[src/rtl/prio_pkg.sv]
package prio_pkg;
  localparam int SLICE_W = 8;
  localparam int IDX_W   = 3;

  // strobes from a slice control to its datapath
  typedef struct packed {
    logic sliceOn;   // enable-in is active
    logic anyReq;    // at least one request line is low
    logic passDown;  // enabled and idle: hand enable to next slice
  } slice_ctl_t;
endpackage

[src/rtl/prio_slice_ctrl.sv]
module prio_slice_ctrl
  import prio_pkg::*;
(
  input  logic [SLICE_W-1:0] reqN,
  input  logic               enInN,
  output slice_ctl_t         ctl
);
  always_comb begin
    ctl.sliceOn  = ~enInN;
    ctl.anyReq   = ~(&reqN);
    ctl.passDown = ~enInN & (&reqN);
  end
endmodule

[src/rtl/prio_slice_dp.sv]
module prio_slice_dp
  import prio_pkg::*;
(
  input  logic [SLICE_W-1:0] reqN,
  input  slice_ctl_t         ctl,
  output logic [IDX_W-1:0]   codeN
);
  logic [IDX_W-1:0] winIdx;

  // scan upward so the highest low line is the one kept
  always_comb begin
    winIdx = '0;
    for (int i = 0; i < SLICE_W; i++) begin
      if (!reqN[i]) winIdx = i[IDX_W-1:0];
    end
  end

  always_comb begin
    if (ctl.sliceOn && ctl.anyReq) codeN = ~winIdx;
    else                           codeN = '1;
  end

  always_comb begin

    idle_code_chk: assert (ctl.anyReq || (codeN == '1))
      else $error("slice code active with no request");
  end
endmodule

[src/rtl/prio_slice.sv]
module prio_slice
  import prio_pkg::*;
(
  input  logic [SLICE_W-1:0] reqN,
  input  logic               enInN,
  output logic [IDX_W-1:0]   codeN,
  output logic               gsN,
  output logic               enOutN
);
  slice_ctl_t ctl;

  prio_slice_ctrl u_ctrl (
    .reqN  (reqN),
    .enInN (enInN),
    .ctl   (ctl)
  );

  prio_slice_dp u_dp (
    .reqN  (reqN),
    .ctl   (ctl),
    .codeN (codeN)
  );

  assign gsN    = ~(ctl.sliceOn & ctl.anyReq);
  assign enOutN = ~ctl.passDown;

  always_comb begin

    disabled_high_chk: assert (!enInN || (codeN == '1 && gsN && enOutN))
      else $error("disabled slice drives an active output");

    group_flag_chk: assert (enInN || (gsN == (&reqN)))
      else $error("group flag disagrees with requests");

    pass_down_chk: assert (enOutN || (!enInN && (&reqN)))
      else $error("enable passed down while busy or disabled");

    gs_eo_excl_chk: assert (!(gsN == 1'b0 && enOutN == 1'b0))
      else $error("group flag and enable-out both active");
  end
endmodule

[src/rtl/prio_cascade.sv]
module prio_cascade
  import prio_pkg::*;
#(
  parameter int NUM_SLICES = 2,
  localparam int REQ_W  = NUM_SLICES * SLICE_W,
  localparam int SEL_W  = $clog2(NUM_SLICES),
  localparam int CODE_W = IDX_W + SEL_W
) (
  input  logic [REQ_W-1:0]  reqN,
  input  logic              enInN,
  output logic [CODE_W-1:0] codeN,
  output logic              validN,
  output logic              enOutN
);
  logic [NUM_SLICES:0]         enChainN;
  logic [NUM_SLICES*IDX_W-1:0] sliceCodeN;
  logic [NUM_SLICES-1:0]       gsN;
  logic [IDX_W-1:0]            lowCodeN;

  assign enChainN[NUM_SLICES] = enInN;

  // slice k serves reqN[8k+7:8k]; enable runs from the top slice down
  for (genvar k = 0; k < NUM_SLICES; k++) begin : g_slice
    prio_slice u_slice (
      .reqN   (reqN[k*SLICE_W +: SLICE_W]),
      .enInN  (enChainN[k+1]),
      .codeN  (sliceCodeN[k*IDX_W +: IDX_W]),
      .gsN    (gsN[k]),
      .enOutN (enChainN[k])
    );
  end

  // idle or disabled slices hold all ones, so AND merges the codes
  always_comb begin
    lowCodeN = '1;
    for (int k = 0; k < NUM_SLICES; k++) begin
      lowCodeN = lowCodeN & sliceCodeN[k*IDX_W +: IDX_W];
    end
  end

  if (SEL_W > 0) begin : g_upper
    logic [SEL_W-1:0] upperN;
    always_comb begin
      upperN = '1;
      for (int j = 0; j < SEL_W; j++) begin
        for (int k = 0; k < NUM_SLICES; k++) begin
          if (((k >> j) & 1) == 1) upperN[j] = upperN[j] & gsN[k];
        end
      end
    end
    assign codeN = {upperN, lowCodeN};
  end else begin : g_flat
    assign codeN = lowCodeN;
  end

  assign validN = &gsN;
  assign enOutN = enChainN[0];

  always_comb begin

    one_group_chk: assert ($countones(~gsN) <= 1)
      else $error("more than one slice claims the group");

    idle_code_all_ones_chk: assert (!validN || (codeN == '1))
      else $error("code active without a valid request");

    chain_end_chk: assert (enOutN || (!enInN && (&reqN)))
      else $error("final enable-out active while busy");
  end
endmodule

[config.mk]
export PLATFORM = sky130hd
export DESIGN_NAME = prio_cascade
export DESIGN_NICKNAME = d
export VERILOG_FILES = /design/src/rtl/prio_pkg.sv /design/src/rtl/prio_slice_ctrl.sv /design/src/rtl/prio_slice_dp.sv /design/src/rtl/prio_slice.sv /design/src/rtl/prio_cascade.sv
export SDC_FILE = /design/constraint.sdc
export NUM_CORES = 1
export LEC_CHECK = 0
export BUFFER_PORTS_ARGS = -buffer_cell sky130_fd_sc_hd__buf_4
export CAP_MARGIN = 0
export CORE_AREA = 2 2 39 41
export DETAILED_ROUTE_END_ITERATION = 12
export DIE_AREA = 0 0 41 43
export GPL_ROUTABILITY_DRIVEN = 0
export GPL_TIMING_DRIVEN = 1
export PLACE_DENSITY = 0.54
export SETUP_SLACK_MARGIN = 0.05
export SLEW_MARGIN = 5
export SYNTH_ARGS = -nofsm -noshare
export SYNTH_HDL_FRONTEND = slang
export SYNTH_HIERARCHICAL = 1
export SYNTH_SLANG_ARGS = --single-unit
[constraint.sdc]
create_clock -name vclk -period 4.1
set_clock_uncertainty 0.15 [all_clocks]
set_input_delay 1.23 -clock vclk [all_inputs]
set_output_delay 1.23 -clock vclk [all_outputs]
set_load 0.03 [all_outputs]
; ---- Word-level counts from Yosys, hierarchy flattened
; Cells that the tools add are included.
[op_classes]
n_mux = 16
n_bitwise = 13
reduce_logical = 5
[op_table]
columns = cell, n
row1 = $mux W3, 14
row2 = $reduce_and A8 Y1, 2
row3 = $not A1 Y1, 6
row4 = $not A3 Y3, 2
row5 = $and A1 B1 Y1, 4
row6 = $and A3 B3 Y3, 1
row7 = $logic_and A1 B1 Y1, 2
row8 = $mux W1, 2
row9 = $reduce_and A2 Y1, 1
[totals]
ff_bits = 0
inputBits = 17
output_inout_bits = 6

; ---- Longest topological paths before layout
; Gate-level depths: netlist (run 1).
[logic_depth]
ltp_word = 10
ltp_mapped = 8

; ---- By module
; The synthesis (run 1) kept the hierarchy.
[by_module_without_submodules]
columns = mod, n_inst, cells_each, area_per_inst_um2, seq_area_each_um2
row1 = prio_slice_dp, 2, 12, 65.1, 0.0
row2 = prio_slice_ctrl, 2, 5, 27.5, 0.0
row3 = prio_cascade, 1, 5, 32.5, 0.0
row4 = prio_slice, 2, 2, 7.5, 0.0

; ---- Worst setup path after synthesis (run 1)
; OpenSTA, ideal clock, no wires.
[synth_timing]
kind = input-to-output
startpoint = input reqN[12]
endpoint = output codeN[0]
arrival_time_ns = 2.104
required_time_ns = 2.720
setup_slack_ns = 0.616
cell_stages = 8
n_path_buf = 0
cell_sequence = nand4_1 > nor3_1 > inv_1 > inv_1 > nand4_1 > a21oi_1 > nor2_1 > and2_1
[synth_rtl]
columns = item, line
row1 = start: declaration, prio_cascade.sv:9  ; input logic [REQ_W-1:0] reqN,
row2 = end: declaration, prio_cascade.sv:11  ; output logic [CODE_W-1:0] codeN,

==> out/metrics.yaml, run 1 <==
final_layout:
  ff_latch_area_um2: 0
  fill_cells: 163
  final_common_cell: "buf_4"
  drive_above_1_share: 0.3538
  nets: 84
  seq_cells: 0
  antenna_cells: 0
  syn2layout_area_growth_pct: 79.57
  n_clock_buffer: 0
  final_cell_mix: "23 x buf_4, 8 x nand2_1, 6 x nand4_1, 6 x a21oi_1"
  final_core_util: 0.3020
sta:
  fin_crit_sh: 0.9095
  max_freq_mhz: 268.2
  tns_ns: 0
  slew_viol_final: 0
  hold_viol: 0
  tightestPinTransition_ns: 0.1539
  slew_headroom: 0.8966
  rsz0062_at_grt: "false"
  final.setup.worst_slack_ns: 0.3710
  finalSetupViolCount: 0
  period_needed_ns: 3.729
critical_path:
  required_ns: 2.72
  worstPathCellList: "buf_4, nand4_1, nor3_1, inv_1, inv_1, nand4_1, a21oi_1, nor2_1, and2_1, buf_4"
  crit_arrival_ns: 2.35
  crit_slowest_cell: "nor3_1"
  start_kind: "input pin"
  path_class: "input pin to primary output"
  worstPathMaxFanout: 3
  max_stage_delay_ns: 0.18
  crit_path_end_kind: "primary output"
routing:
  dr_wl_met2_um: 293
  first_iter_violations: 3
  wl_met1_um: 304
  drtAntennaViolNets: 0
  avgViaCountPerCell: 4.346
  first_pass_iters: 2
  dr.max_layer_used: "met3"
  drc: 0
  drt-total-wl_um: 686
  wl_per_cell_um: 8.469
  wl_met3_um: 88
  vias: 352
power:
  vdd_drop_max_v: 0.00002783
  p_seq_frac: 0
  design_power_total_uw: 37.25
  p_per_area_mw_per_mm2: 89.13
  p_leak_nw: 0.1906
  switching_share: 0.4813
  pwr-share-clk: 0
  pwr-share-comb: 1.000
  p_switching_uw: 17.93
  internal_power_uw: 19.32
synth:
  syn_inst: 43
  avgSynthCellArea_um2: 5.412
  yosysWarnings: 6
  synth_cell_types: 12
  yosys-top-cells-area: "nand4_1 16%, a21oi_1 13%, nand2_1 13%"
  yosysTopAreaCellShare: 0.1613
  syn_area_um2: 232.7
  synth_top_area_cell: "nand4_1"
  seq_area_frac_synth: 0
  syn-num-nets: 60
floorplanning:
  initial_utilization: 0.1682
  dieArea_mm2: 0.001763
  top_level_ports: 23
  die_h_um: 43
  coreArea_mm2: 0.001384
  die_x_um: 41
  row_count: 14
status:
  run_status: "finished, final reports clean"
placed_design:
  io_buffer_count: 23
  hpwl_um: 621
  dp_slack_ns: 0.3638
hold_path:
  hold_class: "input pin to primary output"
  hold_depth: 4
global_route:
  grt_pass1_wl_mm: 1.145
  grt_max_degree: 5
  antenna_found_initial: 0
  grt_pass1_vias: 323
  track_usage: 0.08392
  grt_overflow: 0
job:
  maxCapViolations: 0
clocking:
  ctsResizeCount: 0
  post_cts_buffers: 0
  hold_buffers: 0
-- cell usage after synthesis --
master    number
nand2_1        8
a21oi_1        6
nand4_1        6
and2_1         4
inv_1          4
o21bai_1       4
nand2b_1       2
nor2_1         2
nor3_1         2
or2_1          2
or2b_1         2
buf_4          1
-- cell type report --
class | instances | area (um2) | area share
multi-input combinational | 38 | 210.2 | 0.5030
timing repair buffer | 23 | 172.7 | 0.4132
tap | 16 | 20.02 | 0.04790
inverter | 4 | 15.01 | 0.03593
-- final timing paths --
check | slack [ns] | start | end
max | 0.37 | reqN[12] | codeN[0]
min | 2.68 | enInN | codeN[3]
-- worst max-delay path, delay by kind of cell --
family | cells | cell delay (ns)
AO/OA/AOI/OAI | 1 | 0.13
AND/OR/NAND/NOR | 5 | 0.58
buffers and inverters | 4 | 0.40
-- power groups by stage --
| stage | combinational [mW] | clock [mW] | sequential [mW] |
|---|---|---|---|
| 5_1_grt | 0.0409 | 0 | 0 |
| 6_report | 0.0372 | 0 | 0 |
| 3_5_place_dp | 0.0374 | 0 | 0 |
| 3_3_place_gp | 0.0376 | 0 | 0 |
| 2_1_floorplan | 0.0163 | 0 | 0 |
| 4_1_cts | 0.0375 | 0 | 0 |
-- per-stage QoR --
step / area, um2 / std cells / hold slack (ns)
final: 417.9 / 81 / 2.676
after global routing: 417.9 / 81 / 2.710
after CTS: 417.9 / 81 / 2.686
after detailed placement: 417.9 / 81 / 2.685
after global placement: 417.9 / 81 / 2.683
after floorplan: 232.7 / 43 / 2.557
-- layer usage --
metal	vias up	track usage
met4	0	0
met2	17	0.1438
met3	0	0
met1	141	0.1203
met5	-	0
li1	194	-
-- cell families after synthesis --
group / count (synthesis) / synth area share
and+or+nand+nor: 28 / 0.6451
buffers and inverters: 5 / 0.09677
AOI/OAI and AO/OA: 10 / 0.2581
No activity file was read; power rests on OpenSTA's default activity.
==> inputs of run 2 (changes only) <==
==> constraint.sdc (replaced) <==
create_clock -name vclk -period 3.9
set_clock_uncertainty 0.15 [all_clocks]
set_input_delay 0.39 -clock vclk [all_inputs]
set_output_delay 0.39 -clock vclk [all_outputs]
set_load 0.03 [all_outputs]
==> out/metrics.yaml, run 2 (same netlist as run 1, synthesis figures left out) <==
status:
  run_status: "finished, final reports clean"
sta:
  fin_crit_sh: 0.5293
  finalSetupViolCount: 0
  period_needed_ns: 2.064
  hold_viol: 0
  slew_viol_final: 0
  slew_headroom: 0.8800
  tns_ns: 0
  rsz0062_at_grt: "false"
  tightestPinTransition_ns: 0.1787
  max_freq_mhz: 484.5
critical_path:
  worstPathMaxFanout: 3
  max_stage_delay_ns: 0.21
  crit_path_end_kind: "primary output"
  timing.critical_path.buf_inv: 4
  required_ns: 3.36
  cp_top_family: "simple AND/OR/NAND/NOR gates"
  path_class: "input pin to primary output"
  start_kind: "input pin"
  crit_slowest_cell: "nor3_1"
  worstPathCellList: "buf_4, nand4_1, nor3_1, inv_1, inv_1, nand4_1, a21oi_1, nor2_1, and2_1, buf_4"
  cp_num_cells: 10
  crit_arrival_ns: 1.52
final_layout:
  fill_cells: 164
  ff_latch_area_um2: 0
  final_common_cell: "buf_4"
  drive_above_1_share: 0.3538
  final_cell_area_um2: 417.9
  seq_cells: 0
  nets: 84
  syn2layout_area_growth_pct: 79.57
  antenna_cells: 0
  n_clock_buffer: 0
  final_core_util: 0.3020
  final_cell_mix: "23 x buf_4, 8 x nand2_1, 6 x nand4_1, 6 x a21oi_1"
  multiInputGateArea_um2: 210.2
placed_design:
  dpl-instance-area_um2: 417.9
  hpwl_um: 633.5
  io_buffer_count: 23
global_route:
  grt_pass1_wl_mm: 1.090
  track_usage: 0.07992
  grt_pass1_vias: 311
  grt_overflow: 0
  grt_max_degree: 5
  antenna_found_initial: 0
floorplanning:
  die_x_um: 41
  top_level_ports: 23
  dieArea_mm2: 0.001763
  die_h_um: 43
  initial_utilization: 0.1682
  coreArea_mm2: 0.001384
  row_count: 14
routing:
  drtAntennaViolNets: 0
  dr.max_layer_used: "met3"
  vias: 369
  drc: 0
  first_pass_iters: 2
  dr_wl_met2_um: 310
  wl_met3_um: 79
  avgViaCountPerCell: 4.556
  first_iter_violations: 4
  wl_met1_um: 310
  drt-total-wl_um: 699
  wl_per_cell_um: 8.630
power:
  vdd_drop_max_v: 0.00002883
  design_power_total_uw: 39.24
  p_per_area_mw_per_mm2: 93.91
  p_leak_nw: 0.1906
clocking:
  ctsResizeCount: 0
  hold_buffers: 0
  post_cts_buffers: 0
hold_path:
  hold_depth: 4
  hold_class: "input pin to primary output"
job:
  maxCapViolations: 0
-- run 2: through the flow --
step	cells	hold WS (ns)	setup slack, ns
floorplan	43	0.8774	2.096
detailed placement	81	1.005	1.836
global placement	81	0.9974	1.853
global route	81	1.031	1.653
finish	81	0.9919	1.836
CTS	81	1.005	1.833
-- run 2: where the power goes --
part,switching (mW),internal [mW]
Sequential,0,0
Clock,0,0
Combinational,0.0189,0.0203
-- run 2: area by class of cell --
class / instances / area share
repair buffers: 23 / 0.4132
multi-input cells: 38 / 0.5030
well taps: 16 / 0.04790
inverters: 4 / 0.03593
-- run 2: routing by layer --
| layer | track usage | up-vias |
|---|---|---|
| li1 | - | 193 |
| met1 | 0.1139 | 159 |
| met2 | 0.1375 | 17 |
| met3 | 0 | 0 |
| met4 | 0 | 0 |
| met5 | 0 | - |
-- run 2: final timing paths --
kind | to | from
worst max-delay path | codeN[0] | reqN[12]
worst min-delay path | codeN[3] | enInN
==> inputs of run 3 (changes only) <==
==> constraint.sdc (replaced) <==
create_clock -name vclk -period 2
set_clock_uncertainty 0.15 [all_clocks]
set_input_delay 0.2 -clock vclk [all_inputs]
set_output_delay 0.2 -clock vclk [all_outputs]
set_load 0.03 [all_outputs]
==> out/metrics.yaml, run 3 (same netlist as run 1, synthesis figures left out) <==
status:
  run_status: "finished, final reports clean"
global_route:
  grt_pass1_vias: 277
  grt_max_degree: 5
  grt_pass1_wl_um: 966
  grt_overflow: 0
  antenna_found_initial: 0
  track_usage: 0.07093
sta:
  finalSetupViolCount: 0
  worst_hold_slack_ns: 0.6171
  tns_ns: 0
  final.setup.worst_slack_ns: 0.3354
  slew_headroom: 0.8942
  rsz0062_at_grt: "false"
  fin_crit_sh: 0.8323
  hold_viol: 0
  tightestPinTransition_ns: 0.1575
  slew_viol_final: 0
  period_needed_ns: 1.665
  max_freq_mhz: 600.8
clocking:
  hold_buffers: 0
  post_cts_buffers: 0
  ctsResizeCount: 0
routing:
  drtAntennaViolNets: 0
  wl_per_cell_um: 8.444
  first_iter_violations: 2
  first_pass_iters: 4
  drc: 0
  avgViaCountPerCell: 4.506
  drt-total-wl_um: 684
  vias: 365
final_layout:
  antenna_cells: 0
  multiInputGateArea_um2: 210.2
  seq_cells: 0
  syn2layout_area_growth_pct: 79.57
  final_cell_area_um2: 417.9
  layout.cells.non_filler: 81
  fill_cells: 160
  nets: 84
  final_core_util: 0.3020
  final_cell_mix: "23 x buf_4, 8 x nand2_1, 6 x nand4_1, 6 x a21oi_1"
  drive_above_1_share: 0.3538
  n_clock_buffer: 0
  final_common_cell: "buf_4"
  ff_latch_area_um2: 0
critical_path:
  startpoint: "reqN[12]"
  worstPathMaxFanout: 3
  crit_arrival_ns: 1.31
  path_class: "input pin to primary output"
  required_ns: 1.65
  crit_path_end_kind: "primary output"
  start_kind: "input pin"
floorplanning:
  die_x_um: 41
  row_count: 14
  initial_utilization: 0.1682
  die_h_um: 43
  dieArea_mm2: 0.001763
  top_level_ports: 23
  coreArea_mm2: 0.001384
placed_design:
  io_buffer_count: 23
  dp_slack_ns: 0.3332
  hpwl_um: 611.4
  dpl-instance-area_um2: 417.9
  dp.cells: 81
job:
  maxCapViolations: 0
hold_path:
  hold_depth: 4
  hold_class: "input pin to primary output"
  min-delay-start: "enInN"
power:
  p_per_area_mw_per_mm2: 182.9
  p_switching_uw: 36.78
  switching_share: 0.4813
  internal_power_uw: 39.64
  pwr-share-clk: 0
  pwr-share-comb: 1.000
  vdd_drop_max_v: 0.00006110
  design_power_total_uw: 76.42
  p_seq_frac: 0
  p_leak_nw: 0.1906
run 3: critical path: stages:
cell     delay (ns)
buf_4          0.09
nand4_1        0.10
nor3_1         0.19
inv_1          0.07
inv_1          0.08
nand4_1        0.08
a21oi_1        0.12
nor2_1         0.05
and2_1         0.16
buf_4          0.16
run 3: final cells by class:
class,count,area share
repair buffers,23,0.4132
well taps,16,0.04790
multi-input cells,38,0.5030
inverters,4,0.03593
run 3: final timing paths:
| path | endpoint | slack [ns] |
|---|---|---|
| worst max-delay path | codeN[0] | 0.34 |
| worst min-delay path | codeN[3] | 0.62 |
run 3: per-layer routing:
layer	track usage	vias up	wire (um)
li1	-	192	-
met1	0.1044	152	289
met2	0.1188	21	291
met3	0	0	103
met4	0	0	0
met5	0	-	0
run 3: power by group through the flow:
stage	sequential, mW	clock (mW)	combinational, mW
floorplan	0	0	0.0334
global placement	0	0	0.0771
detailed placement	0	0	0.0768
CTS	0	0	0.0771
global route	0	0	0.0838
finish	0	0	0.0764
